`src/rtl/ovl_agen_pkg.sv`:
```
package ovl_agen_pkg;
  typedef enum logic [2:0] {
    PD_1B  = 3'd0,
    PD_2B  = 3'd1,
    PD_4B  = 3'd2,
    PD_8B  = 3'd3,
    PD_16B = 3'd4,
    PD_24B = 3'd5,
    PD_32B = 3'd6,
    PD_SPR = 3'd7
  } pix_depth_e;

  localparam int unsigned SHORT_BURST = 4;
  localparam int unsigned MID_BURST   = 8;
  localparam int unsigned LONG_BURST  = 16;
endpackage

```
`src/rtl/ovl_burst_len.sv`:
```
module ovl_burst_len
  import ovl_agen_pkg::*;
#(
  parameter int unsigned LEN_W = 5
) (
  input  logic [2:0]       depth,
  output logic [LEN_W-1:0] nom_words
);
  pix_depth_e code;
  assign code = pix_depth_e'(depth);

  always_comb begin
    unique case (code)
      PD_1B:               nom_words = LEN_W'(SHORT_BURST);
      PD_2B, PD_4B, PD_8B: nom_words = LEN_W'(MID_BURST);
      default:             nom_words = LEN_W'(LONG_BURST);
    endcase
  end
endmodule

```
`src/rtl/ovl_win_hit.sv`:
```
module ovl_win_hit #(
  parameter int unsigned COORD_W = 12
) (
  input  logic               enable,
  input  logic [COORD_W-1:0] pos_x,
  input  logic [COORD_W-1:0] pos_y,
  input  logic [COORD_W-1:0] tl_x,
  input  logic [COORD_W-1:0] tl_y,
  input  logic [COORD_W-1:0] br_x,
  input  logic [COORD_W-1:0] br_y,
  output logic               hit
);
  logic in_cols, in_rows;
  assign in_cols = (pos_x >= tl_x) && (pos_x <= br_x);
  assign in_rows = (pos_y >= tl_y) && (pos_y <= br_y);
  assign hit     = enable && in_cols && in_rows;
endmodule

```
`src/rtl/ovl_line_walker.sv`:
```
module ovl_line_walker #(
  parameter int unsigned ADDR_W     = 32,
  parameter int unsigned LINE_W     = 16,
  parameter int unsigned LEN_W      = 5,
  parameter int unsigned WORD_BYTES = 4
) (
  input  logic              clk,
  input  logic              rst_n,
  input  logic              enable,
  input  logic              frame_start,
  input  logic              line_start,
  input  logic [ADDR_W-1:0] start_addr,
  input  logic [ADDR_W-1:0] end_addr,
  input  logic [LINE_W-1:0] line_bytes,
  input  logic [LINE_W-1:0] skip_bytes,
  input  logic [LEN_W-1:0]  nom_words,
  output logic              burst_valid,
  input  logic              burst_ready,
  output logic [ADDR_W-1:0] burst_addr,
  output logic [LEN_W-1:0]  burst_words
);
  localparam int unsigned SH = $clog2(WORD_BYTES);

  logic [ADDR_W-1:0] cur_addr;
  logic [LINE_W-1:0] left_w;
  logic [LINE_W-1:0] nom_ext, take_w;
  logic [ADDR_W-1:0] step, next_addr;
  logic              busy, in_range, last, accept;

  assign busy      = (left_w != '0);
  assign in_range  = (cur_addr < end_addr);
  assign nom_ext   = LINE_W'(nom_words);
  assign take_w    = (left_w < nom_ext) ? left_w : nom_ext;
  assign last      = (left_w == take_w);
  assign step      = ADDR_W'(take_w) << SH;
  assign next_addr = cur_addr + step + (last ? ADDR_W'(skip_bytes) : '0);

  assign burst_valid = enable && busy && in_range;
  assign burst_addr  = cur_addr;
  assign burst_words = LEN_W'(take_w);
  assign accept      = burst_valid && burst_ready;

  always_ff @(posedge clk) begin
    if (!rst_n) begin
      cur_addr <= '0;
      left_w   <= '0;
    end else if (frame_start) begin
      cur_addr <= start_addr;
      left_w   <= '0;
    end else if (accept) begin
      cur_addr <= next_addr;
      left_w   <= left_w - take_w;
    end else if (line_start && enable && !busy && in_range) begin
      left_w <= line_bytes >> SH;
    end
  end

  AST_HOLD_STABLE: assert property (@(posedge clk) disable iff (!rst_n)
    (burst_valid && !burst_ready && !frame_start) |=>
      (!enable || (burst_valid && $stable(burst_addr) && $stable(burst_words))));

  AST_FRAME_QUIET: assert property (@(posedge clk) disable iff (!rst_n)
    frame_start |=> !burst_valid);

  AST_WORDS_BOUND: assert property (@(posedge clk) disable iff (!rst_n)
    burst_valid |-> (burst_words != '0) && (burst_words <= nom_words));

  AST_IDLE_AFTER_RESET: assert property (@(posedge clk)
    !rst_n |=> !burst_valid);
endmodule

```
`src/rtl/ovl_fetch_agen.sv`:
```
module ovl_fetch_agen #(
  parameter int unsigned ADDR_W     = 32,
  parameter int unsigned LINE_W     = 16,
  parameter int unsigned COORD_W    = 12,
  parameter int unsigned LEN_W      = 5,
  parameter int unsigned WORD_BYTES = 4
) (
  input  logic               clk,
  input  logic               rst_n,
  input  logic               cfg_enable,
  input  logic [2:0]         cfg_depth,
  input  logic [ADDR_W-1:0]  cfg_start_addr,
  input  logic [ADDR_W-1:0]  cfg_end_addr,
  input  logic [LINE_W-1:0]  cfg_line_bytes,
  input  logic [LINE_W-1:0]  cfg_skip_bytes,
  input  logic [COORD_W-1:0] cfg_x0,
  input  logic [COORD_W-1:0] cfg_y0,
  input  logic [COORD_W-1:0] cfg_x1,
  input  logic [COORD_W-1:0] cfg_y1,
  input  logic [COORD_W-1:0] ras_x,
  input  logic [COORD_W-1:0] ras_y,
  input  logic               frame_start,
  input  logic               line_start,
  output logic               burst_valid,
  input  logic               burst_ready,
  output logic [ADDR_W-1:0]  burst_addr,
  output logic [LEN_W-1:0]   burst_words,
  output logic               win_active
);
  logic [LEN_W-1:0] nom_words;

  ovl_burst_len #(.LEN_W(LEN_W)) u_len (
    .depth     (cfg_depth),
    .nom_words (nom_words)
  );

  ovl_line_walker #(
    .ADDR_W(ADDR_W), .LINE_W(LINE_W), .LEN_W(LEN_W), .WORD_BYTES(WORD_BYTES)
  ) u_walk (
    .clk         (clk),
    .rst_n       (rst_n),
    .enable      (cfg_enable),
    .frame_start (frame_start),
    .line_start  (line_start),
    .start_addr  (cfg_start_addr),
    .end_addr    (cfg_end_addr),
    .line_bytes  (cfg_line_bytes),
    .skip_bytes  (cfg_skip_bytes),
    .nom_words   (nom_words),
    .burst_valid (burst_valid),
    .burst_ready (burst_ready),
    .burst_addr  (burst_addr),
    .burst_words (burst_words)
  );

  ovl_win_hit #(.COORD_W(COORD_W)) u_hit (
    .enable (cfg_enable),
    .pos_x  (ras_x),
    .pos_y  (ras_y),
    .tl_x   (cfg_x0),
    .tl_y   (cfg_y0),
    .br_x   (cfg_x1),
    .br_y   (cfg_y1),
    .hit    (win_active)
  );

  AST_ACTIVE_NEEDS_EN: assert property (@(posedge clk) disable iff (!rst_n)
    (win_active || burst_valid) |-> cfg_enable);
endmodule

```
`config.mk`:
```
export PLATFORM = sky130hd
export DESIGN_NAME = ovl_fetch_agen
export DESIGN_NICKNAME = d
export VERILOG_FILES = /design/src/rtl/ovl_agen_pkg.sv /design/src/rtl/ovl_burst_len.sv /design/src/rtl/ovl_win_hit.sv /design/src/rtl/ovl_line_walker.sv /design/src/rtl/ovl_fetch_agen.sv
export SDC_FILE = /design/constraint.sdc
export NUM_CORES = 1
export LEC_CHECK = 0
export ABC_AREA = 1
export BUFFER_PORTS_ARGS = -buffer_cell sky130_fd_sc_hd__buf_4
export CORE_ASPECT_RATIO = 0.7
export CORE_MARGIN = 4
export CORE_UTILIZATION = 45
export CTS_CLUSTER_DIAMETER = 200
export DETAILED_ROUTE_END_ITERATION = 7
export GPL_TIMING_DRIVEN = 0
export PLACE_DENSITY = 0.72
export SETUP_SLACK_MARGIN = 0.5
export SLEW_MARGIN = 25
export SYNTH_ARGS = -nofsm -noshare
export SYNTH_HDL_FRONTEND = slang
export SYNTH_SLANG_ARGS = --single-unit
```
`constraint.sdc`:
```
create_clock -name clk -period 6.6 [get_ports clk]
set_clock_uncertainty 0.15 [all_clocks]
set_input_delay 0.99 -clock clk [delete_from_list [all_inputs] [get_ports clk]]
set_output_delay 0.99 -clock clk [all_outputs]
set_load 0.005 [all_outputs]
```
# Word level (Yosys, flattened, before mapping)
# Cells that the tools add are included.
[totals]
ff_bits = 48
inputBits = 177
out_inout_bits = 39
word_cells = 40
[op_classes]
n_addsub = 3
order_cmp = 6
n_eq_ne = 4
muxes = 7
bitwise = 1
n_reduce_logical = 17
[ops]
columns = ["op", "count"]
rows = [
  ["16-bit 2-to-1 mux", 4],
  ["32-bit 2-to-1 mux", 2],
  ["32-bit by 18-bit adder with 32-bit output", 1],
  ["32-bit adder", 1],
  ["32-bit < comparator", 1],
  ["12-bit >= comparator", 2],
  ["12-bit <= comparator", 2],
  ["16-bit == test", 1],
  ["16-bit by 5-bit < comparator with 1-bit output", 1],
  ["16-bit nonzero test", 1],
  ["16-bit subtractor", 1],
  ["1-bit logical AND", 10],
  ["5-bit case mux with 2 select lines", 1],
  ["3-bit by 2-bit == test with 1-bit output (second input constant)", 2],
  ["2-bit nonzero test", 2],
  ["3-bit by 1-bit == test with 1-bit output (second input constant)", 1],
  ["3-bit logical NOT", 1],
  ["3-bit OR reduction", 1],
  ["2-bit OR reduction", 1],
  ["1-bit logical NOT", 1],
  ["1-bit NOT", 1],
]

# Depth between registers and ports, before layout
[logic_depth]
depth_word = 10
ltp_mapped = 34
ltp_nobuf = 34

# Modules after synthesis
# Synthesis repeated with hierarchy kept, for this count alone.
[hier_totals]
cells_unflattened = 1207
area_unflattened_um2 = 7313.3
[modules_own_cells]
columns = ["mod", "n_inst", "cells_per_inst", "area_each_um2", "seq_area_each_um2"]
rows = [
  ["ovl_line_walker", 1, 978, 5943.2, 960.9],
  ["ovl_win_hit", 1, 219, 1322.5, 0.0],
  ["ovl_burst_len", 1, 10, 47.5, 0.0],
]

# Least setup slack after synthesis
# OpenSTA, ideal clock, no wires.
[synth_path]
path_type = "input to register"
start = "in cfg_depth[0]"
end = "reg u_walk.cur_addr[13] (netlist: u_walk.burst_addr[13])"
setup_ns = 0.132
arrival_time_ns = 5.030
required_ns = 6.318
path_slack_ns = 1.287
stages = 28
n_path_buf = 0
cell_sequence = "nor2_1 nor2_1 inv_1 ha_1 nand2_1 nand2_1 nand2_1 nand2_2 o21ai_0 inv_1 ha_1 nand3_1 nor4_4 nand3_2 inv_2 nand2_1 fa_1 inv_1 ha_1 a21oi_1 o21ai_0 nand2_1 nand3_1 or2_2 nand3_1 nand2_1 nand2_1 a21oi_1"
[synth_via]
elab_chain_len = 10
elab_cells_between_ends = 14
classes_between = "add/sub (2); order compare (1); eq/ne (4); mux (5); reduce/logical (2)"
[synth_lines]
columns = ["element", "line", "rtl"]
rows = [
  ["start, declared", "ovl_fetch_agen.sv:11", "input logic [2:0] cfg_depth,"],
  ["3-bit by 1-bit == test with 1-bit output / 3-bit by 2-bit == test with 1-bit output (equally long branches)", "ovl_burst_len.sv:13", "unique case (code)"],
  ["3-bit OR reduction", "ovl_burst_len.sv:13", ""],
  ["5-bit case mux with 2 select lines (*)", "ovl_burst_len.sv:13", ""],
  ["16-bit by 5-bit < comparator with 1-bit output", "ovl_line_walker.sv:33", "assign take_w = (left_w < nom_ext) ? left_w : nom_ext;"],
  ["16-bit 2-to-1 mux (*)", "ovl_line_walker.sv:33", ""],
  ["named net burst_words[4]", "ovl_fetch_agen.sv:27", "output logic [LEN_W-1:0] burst_words,"],
  ["branches (longest 2 deep; another with 32-bit by 18-bit adder with 32-bit output)", "--", ""],
  ["32-bit adder (*)", "ovl_line_walker.sv:36", "assign next_addr = cur_addr + step + (last ? ADDR_W'(skip_bytes) : '0);"],
  ["32-bit 2-to-1 mux (*)", "ovl_line_walker.sv:50", "end else if (accept) begin"],
  ["32-bit 2-to-1 mux (*)", "ovl_line_walker.sv:47", "end else if (frame_start) begin"],
  ["end signal, assigned", "ovl_line_walker.sv:48", "cur_addr <= start_addr;"],
  ["end signal, assigned", "ovl_line_walker.sv:51", "cur_addr <= next_addr;"],
  ["end, declared", "ovl_line_walker.sv:24", "logic [ADDR_W-1:0] cur_addr;"],
]
# Mark *: on every way through the listed nets, which the timed path passes. The select of a mux whose other input is x is not followed.
# A chain may end at the register's enable or synchronous reset.

# Worst setup path after layout
[layout_path]
start = "in cfg_depth[0]"
end = "reg u_walk.cur_addr[31] (netlist: u_walk.burst_addr[31])"
[layout_via]
elab_chain_len = 10
elab_cells_between_ends = 14
classes_between = "add/sub (2); order compare (1); eq/ne (4); mux (5); reduce/logical (2)"
[layout_lines]
columns = ["element", "line"]
rows = [
  ["3-bit by 1-bit == test with 1-bit output / 3-bit by 2-bit == test with 1-bit output (equally long branches)", "ovl_burst_len.sv:13"],
  ["3-bit OR reduction", "ovl_burst_len.sv:13"],
  ["5-bit case mux with 2 select lines (*)", "ovl_burst_len.sv:13"],
  ["16-bit by 5-bit < comparator with 1-bit output", "ovl_line_walker.sv:33"],
  ["16-bit 2-to-1 mux (*)", "ovl_line_walker.sv:33"],
  ["branches (longest 2 deep; another with 32-bit by 18-bit adder with 32-bit output)", "--"],
  ["32-bit adder (*)", "ovl_line_walker.sv:36"],
  ["32-bit 2-to-1 mux (*)", "ovl_line_walker.sv:50"],
  ["32-bit 2-to-1 mux (*)", "ovl_line_walker.sv:47"],
]
# Mark *: on every way between the ends. The select of a mux whose other input is x is not followed.

==> results.json <==
{
  "worst-path-max-fanout": 10,
  "finish.utilization_pct": 60.6,
  "post-route-period-util_pct": 85.8,
  "cp_top_family": "simple AND/OR/NAND/NOR gates",
  "r2r_end": "u_walk.burst_addr[31]",
  "grt_pass1_wl_mm": 38.1,
  "clock-root-buffer": "clkbuf_16",
  "worst_setup_path_start_kind": "input port",
  "yosysWarnings": 0,
  "vias": 8414,
  "synth_edf_count": 0,
  "outcome": "completed",
  "setup.worst_path.class": "in -> reg",
  "crit_buf_inv": 4,
  "clk_latency_ps": 310,
  "diodes": 0,
  "post-dp-hpwl_mm": 20.5,
  "relSlewSlack_pct": 48.5,
  "crit_path_end": "u_walk.burst_addr[31]",
  "rsz0062_at_grt": "no",
  "syn_area_um2": 7310,
  "cts_buffers": 5,
  "ys_async_sr_fraction_pct": 0,
  "pwr-share-clk_pct": 10.3,
  "start_util_pct": 46.6,
  "place_congestion": 0.993,
  "tns_ps": 0,
  "fin_cells": 1639,
  "ir_worst_vdd_mv": 0.201,
  "cp-startpoint": "cfg_depth[0]",
  "yosysSeqAreaShare_pct": 13.2,
  "nNetsFinal": 1737,
  "yosys-top-cells-area": "ha_1, nand2_1, dfxtp_1",
  "share_comb_of_total_power_pct": 76.8,
  "power.density_nw_per_um2": 357,
  "hold_class": "reg -> reg",
  "cp.depth": 33,
  "switching_power_mw": 1.82,
  "final_cell_mix": "nand2_1, inv_1, buf_4",
  "place_inst": 1626,
  "ff2ff_setup_slack_ps": 1360,
  "p_seq_share_pct": 12.9,
  "p_total_mw": 3.40,
  "clk_pin_slew_ps": 70,
  "port_buffers": 212,
  "cts_sinks": 48,
  "crit_arrival_ps": 5730,
  "setup_viol": 0,
  "die_w_um": 160,
  "vias_per_cell": 5.13,
  "grt_max_degree": 17,
  "tightest_slew_ps": 766,
  "ys_ff_latch": 48,
  "reg2regPathDepth": 28,
  "cts_tree": "built",
  "post-route-drc-count": 0,
  "synth_top_area_cell": "ha_1",
  "r2r_start": "u_walk.left_w[4]",
  "synth.top_cell.area_share_pct": 18.3,
  "layout-drive-gt1-share_pct": 20.9,
  "io_pins": 216,
  "max_freq_mhz": 177,
  "crit_top_cell": "nand2_1",
  "rows": 38,
  "die_h_um": 115,
  "slew_violations": 0,
  "leakagePower_nw": 5.36,
  "ys.flop_type": "dfxtp_1",
  "antenna_found_initial": 0,
  "critPathCaptureType": "flop",
  "worstPathRequired_ps": 6670,
  "track_usage_pct": 25.3,
  "avgSynthCellArea_um2": 6.07,
  "drtPass1Iterations": 5,
  "cpPeakStageDelay_ps": 440,
  "cts_max_level": 2,
  "drtIter0Drc": 591,
  "ant_nets": 0,
  "syn-instance-count": 1204,
  "avgRoutedWirePerCell_um": 14.8,
  "drv_cap": 0,
  "routed_wl_mm": 24.2,
  "cp_slowest_cell": "fa_1",
  "fp.dieArea_um2": 18400,
  "grt_pass1_vias": 7582,
  "cts_max_path_buffers": 2,
  "synth_cell_types": 44,
  "area_growth_pct": 30.2,
  "grt_overflow_total": 0,
  "final_common_cell": "nand2_1",
  "finalCriticalPeriod_ps": 5660,
  "hold_ws_ps": 367,
  "hold_viol_final": 0,
  "switching_share_pct": 53.5,
  "design.core.area_um2": 15700,
  "p_int_mw": 1.58
}
routing by layer:
metal	GRT usage (%)	up-vias	wire length [um]
met2	37.4	309	9700
met5	0	-	0
li1	-	4352	-
met3	3.56	18	1960
met1	40.0	3735	12400
met4	2.58	0	191
cell usage after synthesis (all sizes together), types with 2 or more instances:
| cell | n |
|---|---|
| dfxtp | 48 |
| xor2 | 8 |
| o21ai | 53 |
| a211oi | 2 |
| o41ai | 2 |
| nor4 | 5 |
| a31oi | 2 |
| nand4 | 26 |
| xnor2 | 7 |
| a21oi | 99 |
| nor3 | 13 |
| nand3 | 122 |
| conb | 2 |
| nand2 | 332 |
| nand3b | 7 |
| and3 | 2 |
| o21a | 3 |
| fa | 15 |
| buf | 15 |
| or2 | 4 |
| o2111ai | 3 |
| clkbuf | 11 |
| ha | 107 |
| clkinv | 2 |
| nor2 | 84 |
| and2 | 2 |
| inv | 227 |
cell type report:
type	instances	area (um2)
fill	1586	6180
multi-input combinational	912	5480
timing repair buffer	215	1610
sequential	48	961
inverter	229	865
tap	200	250
buffer	26	145
clock buffer	5	125
clock inverter	3	68.8
timing repair inverter	1	5.00
timing repair:
item	CTS	global route
setup endpoints to repair	0	23
buffers inserted	0	3
gates resized for setup	0	29
hold buffers	0	0
power groups by stage:
stage	Clock [mW]	Combinational [mW]	Sequential [mW]
after floorplan	0	1.73	0.423
after global placement	0	2.36	0.442
after detailed placement	0	2.39	0.444
after CTS	0.356	2.40	0.437
after global routing	0.363	2.93	0.450
final	0.351	2.61	0.438
worst register-to-register path: cells and delay by family, from the launching register on:
kind                     cells  cell delay [ps]
flip-flops                   1              390
AND/OR/NAND/NOR             19             2390
AO/OA/AOI/OAI                3              480
buffers and inverters        2              270
adder cells (fa/ha/maj)      4             1480
state kept, by name (all words and copies together), names as in the netlist:
register / cells
u_walk.burst_addr: 32
u_walk.left_w: 16
how the worst min path moves through the flow:
stage                                from               endpoint  slack (ps)  cells past startpoint
floorplan               u_walk.left_w[15]      u_walk.left_w[15]         330                      2
global placement        u_walk.left_w[15]      u_walk.left_w[15]         350                      2
detailed placement  u_walk.burst_addr[11]  u_walk.burst_addr[11]         360                      2
CTS                 u_walk.burst_addr[11]  u_walk.burst_addr[11]         370                      2
global route        u_walk.burst_addr[11]  u_walk.burst_addr[11]         400                      2
finish              u_walk.burst_addr[11]  u_walk.burst_addr[11]         370                      2
through the flow:
step	worst slack, ps	cell area (um2)
6_report	940	9510
5_1_grt	528	9510
4_1_cts	618	9380
3_5_place_dp	294	9190
3_3_place_gp	333	9190
2_1_floorplan	1290	7340
logic make-up after synthesis:
logic type               after synthesis  share of synthesized area (%)
AO/OA/AOI/OAI                        165                           12.0
XOR/XNOR                              15                           1.80
adder cells (fa/ha/maj)              122                           22.4
buffers and inverters                255                           13.8
flip-flops                            48                           13.2
other                                  2                          0.103
AND/OR/NAND/NOR                      597                           36.8
No activity file was read; power rests on OpenSTA's default activity.
